### src/rtl/stepper_seq_pkg.sv
package stepper_seq_pkg;

    localparam int POS_W = 3;

    typedef enum logic [POS_W-1:0] {
        ST_AP_BP = 3'd0,
        ST_A0_BP = 3'd1,
        ST_AN_BP = 3'd2,
        ST_AN_B0 = 3'd3,
        ST_AN_BN = 3'd4,
        ST_A0_BN = 3'd5,
        ST_AP_BN = 3'd6,
        ST_AP_B0 = 3'd7
    } pos_t;

    typedef enum logic [2:0] {
        MV_HOLD,
        MV_HALF_FWD,
        MV_HALF_REV,
        MV_FULL_FWD,
        MV_FULL_REV
    } move_t;

    typedef struct packed {
        logic a_en;
        logic a_pos;
        logic b_en;
        logic b_pos;
    } drive_t;

    localparam pos_t HOME_POS = ST_AP_BP;

endpackage

### src/rtl/step_edge_sync.sv
module step_edge_sync #(
    parameter int SYNC_STAGES = 2
) (
    input  logic clk,
    input  logic rst_n,
    input  logic step_in,
    output logic step_pulse
);

    localparam int LAST = SYNC_STAGES - 1;

    logic [SYNC_STAGES-1:0] chain_q;
    logic                   prev_q;

    // Reset to 1: a step level already high at release is not an edge.
    generate
        if (SYNC_STAGES == 1) begin : g_single
            always_ff @(posedge clk or negedge rst_n) begin
                if (!rst_n) chain_q <= '1;
                else        chain_q <= step_in;
            end
        end else begin : g_chain
            always_ff @(posedge clk or negedge rst_n) begin
                if (!rst_n) chain_q <= '1;
                else        chain_q <= {chain_q[LAST-1:0], step_in};
            end
        end
    endgenerate

    always_ff @(posedge clk or negedge rst_n) begin
        if (!rst_n) prev_q <= 1'b1;
        else        prev_q <= chain_q[LAST];
    end

    assign step_pulse = chain_q[LAST] & ~prev_q;

endmodule

### src/rtl/step_position_fsm.sv
module step_position_fsm
    import stepper_seq_pkg::*;
(
    input  logic clk,
    input  logic rst_n,
    input  logic step_pulse,
    input  logic dir_cw,
    input  logic half_mode,
    output pos_t pos_q
);

    move_t move;
    pos_t  nxt_pos;
    pos_t  fwd_half, rev_half, fwd_full, rev_full;

    // Move selection
    always_comb begin
        if (!step_pulse)            move = MV_HOLD;
        else if (half_mode &&  dir_cw) move = MV_HALF_FWD;
        else if (half_mode)            move = MV_HALF_REV;
        else if (dir_cw)               move = MV_FULL_FWD;
        else                           move = MV_FULL_REV;
    end

    // Per-state neighbours; full moves from one-winding states align by one
    always_comb begin
        fwd_half = pos_q;
        rev_half = pos_q;
        fwd_full = pos_q;
        rev_full = pos_q;
        unique case (pos_q)
            ST_AP_BP: begin
                fwd_half = ST_A0_BP; rev_half = ST_AP_B0;
                fwd_full = ST_AN_BP; rev_full = ST_AP_BN;
            end
            ST_A0_BP: begin
                fwd_half = ST_AN_BP; rev_half = ST_AP_BP;
                fwd_full = ST_AN_BP; rev_full = ST_AP_BP;
            end
            ST_AN_BP: begin
                fwd_half = ST_AN_B0; rev_half = ST_A0_BP;
                fwd_full = ST_AN_BN; rev_full = ST_AP_BP;
            end
            ST_AN_B0: begin
                fwd_half = ST_AN_BN; rev_half = ST_AN_BP;
                fwd_full = ST_AN_BN; rev_full = ST_AN_BP;
            end
            ST_AN_BN: begin
                fwd_half = ST_A0_BN; rev_half = ST_AN_B0;
                fwd_full = ST_AP_BN; rev_full = ST_AN_BP;
            end
            ST_A0_BN: begin
                fwd_half = ST_AP_BN; rev_half = ST_AN_BN;
                fwd_full = ST_AP_BN; rev_full = ST_AN_BN;
            end
            ST_AP_BN: begin
                fwd_half = ST_AP_B0; rev_half = ST_A0_BN;
                fwd_full = ST_AP_BP; rev_full = ST_AN_BN;
            end
            ST_AP_B0: begin
                fwd_half = ST_AP_BP; rev_half = ST_AP_BN;
                fwd_full = ST_AP_BP; rev_full = ST_AP_BN;
            end
            default: ;
        endcase
    end

    always_comb begin
        unique case (move)
            MV_HALF_FWD: nxt_pos = fwd_half;
            MV_HALF_REV: nxt_pos = rev_half;
            MV_FULL_FWD: nxt_pos = fwd_full;
            MV_FULL_REV: nxt_pos = rev_full;
            default:     nxt_pos = pos_q;
        endcase
    end

    // State register
    always_ff @(posedge clk or negedge rst_n) begin
        if (!rst_n) pos_q <= HOME_POS;
        else        pos_q <= nxt_pos;
    end

endmodule

### src/rtl/phase_drive_decode.sv
module phase_drive_decode
    import stepper_seq_pkg::*;
(
    input  pos_t   pos,
    output drive_t drive
);

    // Output process: {a_en, a_pos, b_en, b_pos}
    always_comb begin
        drive = '0;
        unique case (pos)
            ST_AP_BP: drive = '{a_en: 1'b1, a_pos: 1'b1, b_en: 1'b1, b_pos: 1'b1};
            ST_A0_BP: drive = '{a_en: 1'b0, a_pos: 1'b0, b_en: 1'b1, b_pos: 1'b1};
            ST_AN_BP: drive = '{a_en: 1'b1, a_pos: 1'b0, b_en: 1'b1, b_pos: 1'b1};
            ST_AN_B0: drive = '{a_en: 1'b1, a_pos: 1'b0, b_en: 1'b0, b_pos: 1'b0};
            ST_AN_BN: drive = '{a_en: 1'b1, a_pos: 1'b0, b_en: 1'b1, b_pos: 1'b0};
            ST_A0_BN: drive = '{a_en: 1'b0, a_pos: 1'b0, b_en: 1'b1, b_pos: 1'b0};
            ST_AP_BN: drive = '{a_en: 1'b1, a_pos: 1'b1, b_en: 1'b1, b_pos: 1'b0};
            ST_AP_B0: drive = '{a_en: 1'b1, a_pos: 1'b1, b_en: 1'b0, b_pos: 1'b0};
            default:  drive = '0;
        endcase
    end

endmodule

### src/rtl/stepper_phase_seq.sv
module stepper_phase_seq
    import stepper_seq_pkg::*;
#(
    parameter int SYNC_STAGES = 2
) (
    input  logic clk,
    input  logic rst_n,
    input  logic step_in,
    input  logic dir_cw,
    input  logic half_mode,
    output logic a_en,
    output logic a_pos,
    output logic b_en,
    output logic b_pos
);

    logic             step_pulse;
    pos_t             pos_q;
    drive_t           drive;
    logic [POS_W-1:0] pos_bits;

    step_edge_sync #(.SYNC_STAGES(SYNC_STAGES)) u_sync (
        .clk        (clk),
        .rst_n      (rst_n),
        .step_in    (step_in),
        .step_pulse (step_pulse)
    );

    step_position_fsm u_fsm (
        .clk        (clk),
        .rst_n      (rst_n),
        .step_pulse (step_pulse),
        .dir_cw     (dir_cw),
        .half_mode  (half_mode),
        .pos_q      (pos_q)
    );

    phase_drive_decode u_dec (
        .pos   (pos_q),
        .drive (drive)
    );

    assign pos_bits = pos_q;
    assign a_en     = drive.a_en;
    assign a_pos    = drive.a_pos;
    assign b_en     = drive.b_en;
    assign b_pos    = drive.b_pos;

endmodule

### config.mk
export PLATFORM = sky130hd
export DESIGN_NAME = stepper_phase_seq
export DESIGN_NICKNAME = d
export VERILOG_FILES = /design/src/rtl/stepper_seq_pkg.sv /design/src/rtl/step_edge_sync.sv /design/src/rtl/step_position_fsm.sv /design/src/rtl/phase_drive_decode.sv /design/src/rtl/stepper_phase_seq.sv
export SDC_FILE = /design/constraint.sdc
export NUM_CORES = 1
export LEC_CHECK = 0
export BUFFER_PORTS_ARGS = -buffer_cell sky130_fd_sc_hd__buf_2
export CAP_MARGIN = 20
export CELL_PAD_IN_SITES_DETAIL_PLACEMENT = 2
export CELL_PAD_IN_SITES_GLOBAL_PLACEMENT = 2
export CORE_UTILIZATION = 31
export DETAILED_ROUTE_END_ITERATION = 6
export HOLD_SLACK_MARGIN = 0.08
export PLACE_DENSITY = 0.75
export SYNTH_ARGS = -nofsm -noshare
export SYNTH_HDL_FRONTEND = slang
export SYNTH_SLANG_ARGS = --single-unit
### constraint.sdc
create_clock -name clk -period 1.7 [get_ports clk]
set_input_delay 0 -clock clk [delete_from_list [all_inputs] [get_ports clk]]
set_output_delay 0 -clock clk [all_outputs]
set_load 0.05 [all_outputs]
---- After elaboration in Yosys (flattened, before gate mapping) ----
Memory sizes are Yosys's and may differ from the RTL's.
Cells that the tools add are included.
word-level totals
  flip-flop bits (word level) ............. 6
  ROM bits ................................ 112
  input bits .............................. 5
  output and inout bits ................... 4
  word-level logic and storage cells ...... 18
  memories ................................ 2
cells by class
  eq/ne operators ......................... 4
  muxes and demuxes ....................... 5
  bitwise gates (word level) .............. 2
  reduce and logical (&&, ||, !) cells .... 2
memories
  name             depth  bits a word  read ports  clocked after memory_dff  write ports  RTL line                  RTL
  (no name shown)  8      10           1           0                         0            step_position_fsm.sv:31   unique case (pos_q)
  (no name shown)  8      4            1           0                         0            phase_drive_decode.sv:11  unique case (pos)
operator list
  cell                                                                   count
  3-bit two-way mux                                                      4
  3-bit one-hot mux with 4 select lines                                  1
  3-bit by 2-bit equality test with 1-bit output, second input constant  2
  4-bit nonzero test                                                     1
  3-bit by 1-bit equality test with 1-bit output, second input constant  1
  3-bit equality test, second input constant                             1
  1-bit AND                                                              1
  1-bit logical AND                                                      1
  1-bit NOT                                                              1

---- Logic depth before layout (Yosys ltp) ----
  depth in word-level cells ............... 6
  depth in mapped cells ................... 6
  gate-level depth less buffers ........... 6

---- Modules after synthesis ----
From an unflattened synthesis, not the netlist that was laid out.
second synthesis, totals
  cells, all modules ...................... 55
  area total of the unflattened synthesis .. 536.8 µm²
by module, submodules not included
  module              times used  cells an instance  area an instance (µm²)  sequential area each (µm²)
  step_position_fsm   1           46                 411.6                   75.1
  step_edge_sync      1           4                  92.6                    78.8
  phase_drive_decode  1           5                  32.5                    0.0

---- Least setup slack after synthesis ----
Ideal clock, no wire load.
  path kind ............................... input to register
  from .................................... input port dir_cw
  to ...................................... register u_fsm.pos_q[0]
  library setup time ...................... 121 ps
  data arrival time ....................... 1192 ps
  required time ........................... 1579 ps
  path slack .............................. 387 ps
  stages .................................. 6
  path buffers ............................ 0
  cell sequence ........................... inv_1 ha_1 or3_4 xor2_1 nand2_1 a32o_2
on the way
  cells in the longest elaborated chain, start to end .. 6
  elaborated cells between the ends (all ways) .. 11
  those cells by class .................... 4 x eq/ne; 5 x mux; 2 x reduce/logical
RTL lines
  item                                                                         RTL line                 RTL
  start: declaration                                                           stepper_phase_seq.sv:9   input logic dir_cw,
  3-bit two-way mux                                                            step_position_fsm.sv:21  else if (dir_cw) move = MV_FULL_FWD;
  3-bit two-way mux                                                            step_position_fsm.sv:20  else if (half_mode) move = MV_HALF_REV;
  3-bit two-way mux *                                                          step_position_fsm.sv:19  else if (half_mode && dir_cw) move = MV_HALF_FWD;
  3-bit two-way mux *                                                          step_position_fsm.sv:18  if (!step_pulse) move = MV_HOLD;
  3-bit equality test, or another cell as far along                            step_position_fsm.sv:69  unique case (move)
  3-bit one-hot mux with 4 select lines or 4-bit nonzero test (tied branches)  --
  end signal: assignment                                                       step_position_fsm.sv:81  else pos_q <= nxt_pos;
  end: declaration                                                             step_position_fsm.sv:9   output pos_t pos_q
Mark *: on every way between the ends. The rest lies on a longest branch, timed or not.
A chain may end at the register's enable or synchronous reset.

---- Final worst setup path ----
  from .................................... register u_fsm.pos_q[1]
  to ...................................... register u_fsm.pos_q[1]
on the way
  cells in the longest elaborated chain, start to end .. 2
RTL lines
  item                                   RTL line
  memory 8 x 10 bit                      --
  3-bit one-hot mux with 4 select lines  step_position_fsm.sv:69
No other way between the ends.

==> impl_metrics.ini <==
[run_status]
status = finished clean

[logic_synthesis]
yosysUniqueCellTypes = 28
synth.most_common_cell = ha_1
synth-edff-count = 0
synth_area_leaders = ha_1, dfstp_2, dfrtp_1
yosys_most_used_dff = dfstp_2
yosys.area.top_type = ha_1
synth_common_cells = ha_1, inv_1, dfrtp_1, dfstp_2, nor2_1
synthCells = 51
yosysTopAreaCellShare = 0.226
ys_warn_count = 0
syn_area_per_cell_sq_um = 9.76
syn_nets = 65
synthArstFlopShare = 1.00
ys_ff_latch = 6
ys_seq_area_frac = 0.309
syn-cell-area_sq_um = 498

[sta]
maxSlewHeadroom = 0.692
finClkSkew_ps = 10.2
hold_viol = 0
fin_ws_ps = 169
min_period_over_period = 0.901
max_freq_mhz = 653
rsz0062_at_grt = false
timing_worst_slew_pin_value_ps = 455
tns_ps = 0
period_minus_slack_ps = 1530
final_max_slew_viol_count = 0
setup_viol = 0

[clock_tree]
root_buffer = clkbuf_4
cts.path.max_buffers = 2
cts.htree.levels = 1
clock_latency_ps = 250
clk_pin_slew_worst_paths_ps = 50
cts_tree = done
cts_setup_buffers = 0
cts_buffers = 3
clock-sinks = 6

[global_routing]
grt_remaining_overflow = 0
grt_start_max_net_pins = 9
antenna_found_initial = 0
grt_pass1_vias = 452
grt_usage = 0.158
grt_first_pass_wirelength_um = 2050

[placement]
postPlaceCellArea_sq_um = 558
gp_congestion = 0.705
io_buffers = 8
post-dp-hpwl_um = 898
pre_cts_slack_ps = 126

[power]
power_density_nw_per_um2 = 1550
irDropWorstVdd_mv = 0.635
p_leak_nw = 0.287

[critical_path]
critPathRequiredTime_ps = 1810
critPathArrivalTime_ps = 1640
cp-end-kind = flip-flop
critical_path.startpoint_type = flip-flop
critPathKind = flip-flop to flip-flop
cp_max_fo = 6

[floorplanning]
rows = 14
ios = 9
die_area_sq_um = 1770
core_sq_um = 1510
start_util = 0.331
die_w_um = 42.1
fp.dieH_um = 42.1

[flow_run]
cap_violations = 0

[routing]
routed_wl_um = 1140
vias_per_cell = 5.14
drc = 0
firstDrtPassIters = 2
routedWlPerCell_um = 14.1
num_vias = 416
drt_iter0_drc = 5
antenna_left = 0

[final_layout]
antenna_cells = 0
syn_to_final_growth_pct = 21.4
drive_above_1_share = 0.292
final_nets = 80
post-route-cell-area_sq_um = 604
fillCellCount = 183

[hold_path]
hold_path_class = primary input to asynchronous set/reset pin
==> kinds of logic after synthesis <==
kind of cell | Yosys count | synth area share
compound gates | 12 | 0.176
xor+xnor | 2 | 0.0352
fa+ha+maj | 9 | 0.226
buf+inv | 7 | 0.0528
flops | 6 | 0.309
mux | 1 | 0.0226
simple gates | 14 | 0.178
==> worst paths after layout <==
kind	from	endpoint	slack [ps]	cells after the start
max	u_fsm.pos_q[1]$_DFFE_PN0P_	u_fsm.pos_q[1]$_DFFE_PN0P_	170	6
min	rst_n	u_fsm.pos_q[1]$_DFFE_PN0P_	100	2
max reg2reg	u_fsm.pos_q[1]$_DFFE_PN0P_	u_fsm.pos_q[1]$_DFFE_PN0P_	170	6
min reg2reg	u_sync.chain_q[0]$_DFF_PN1_	u_sync.chain_q[1]$_DFF_PN1_	360	0
max in group asynchronous	rst_n	u_sync.chain_q[0]$_DFF_PN1_	1370	2
min in group clk	u_sync.chain_q[0]$_DFF_PN1_	u_sync.chain_q[1]$_DFF_PN1_	360	0
==> cells in the final DEF (no fill, tap or decap), types with 2 or more instances in the layout <==
cell type,netlist,routed
a21oi_1,2,2
dlygate4sd3_1,0,2
nor2_1,3,3
nand2b_1,2,2
dfrtp_1,3,3
ha_1,9,9
clkbuf_4,0,3
inv_1,7,7
nand2_1,2,2
buf_2,0,8
dfstp_2,3,3
==> power breakdown <==
| group | leakage [nW] | internal [mW] | total, mW | switching (mW) |
|---|---|---|---|---|
| registers | 0.0677 | 0.181 | 0.231 | 0.0501 |
| logic | 0.205 | 0.199 | 0.564 | 0.365 |
| clock network | 0.0150 | 0.0889 | 0.140 | 0.0516 |
==> cell type report <==
cell class                      count  area [sq um]  area share
Multi-Input combinational cell     38           318       0.526
Sequential cell                     6           154       0.255
Timing Repair Buffer               10          60.1      0.0994
Clock buffer                        4          26.3      0.0435
Inverter                            7          26.3      0.0435
Tap cell                           16          20.0      0.0331
==> critical path, stage by stage (launching register included) <==
cell and delay, ps:
dfrtp_1 380, inv_1 190, ha_1 300, nand2b_1 90
o211ai_1 90, o21ai_0 230, a22oi_1 120
==> sequential cells by signal, summed over array words and instances (netlist names) <==
name	flops
u_sync.prev_q	1
u_sync.chain_q	2
u_fsm.pos_q	3
==> what timing repair did <==
action,in CTS,in global routing
gates resized for setup,0,0
hold endpoints to repair,7,0
hold buffers,2,0
==> through the flow <==
step                instances  utilization  hold slack (ps)  total power [mW]
floorplan                  51            -             -296             0.663
global placement           75        0.370             -175             0.794
detailed placement         75        0.370             -173             0.807
CTS                        81        0.401             92.5             0.961
global route               81        0.401              127              1.02
finish                     81        0.401              103             0.935
==> metal layers <==
layer / routed length (um) / track usage
met2: 566 / 0.275
met4: 0 / 0.0188
met3: 40 / 0.0517
met5: 0 / 0
met1: 533 / 0.197
Note: power is estimated with default switching activity, not from simulation.
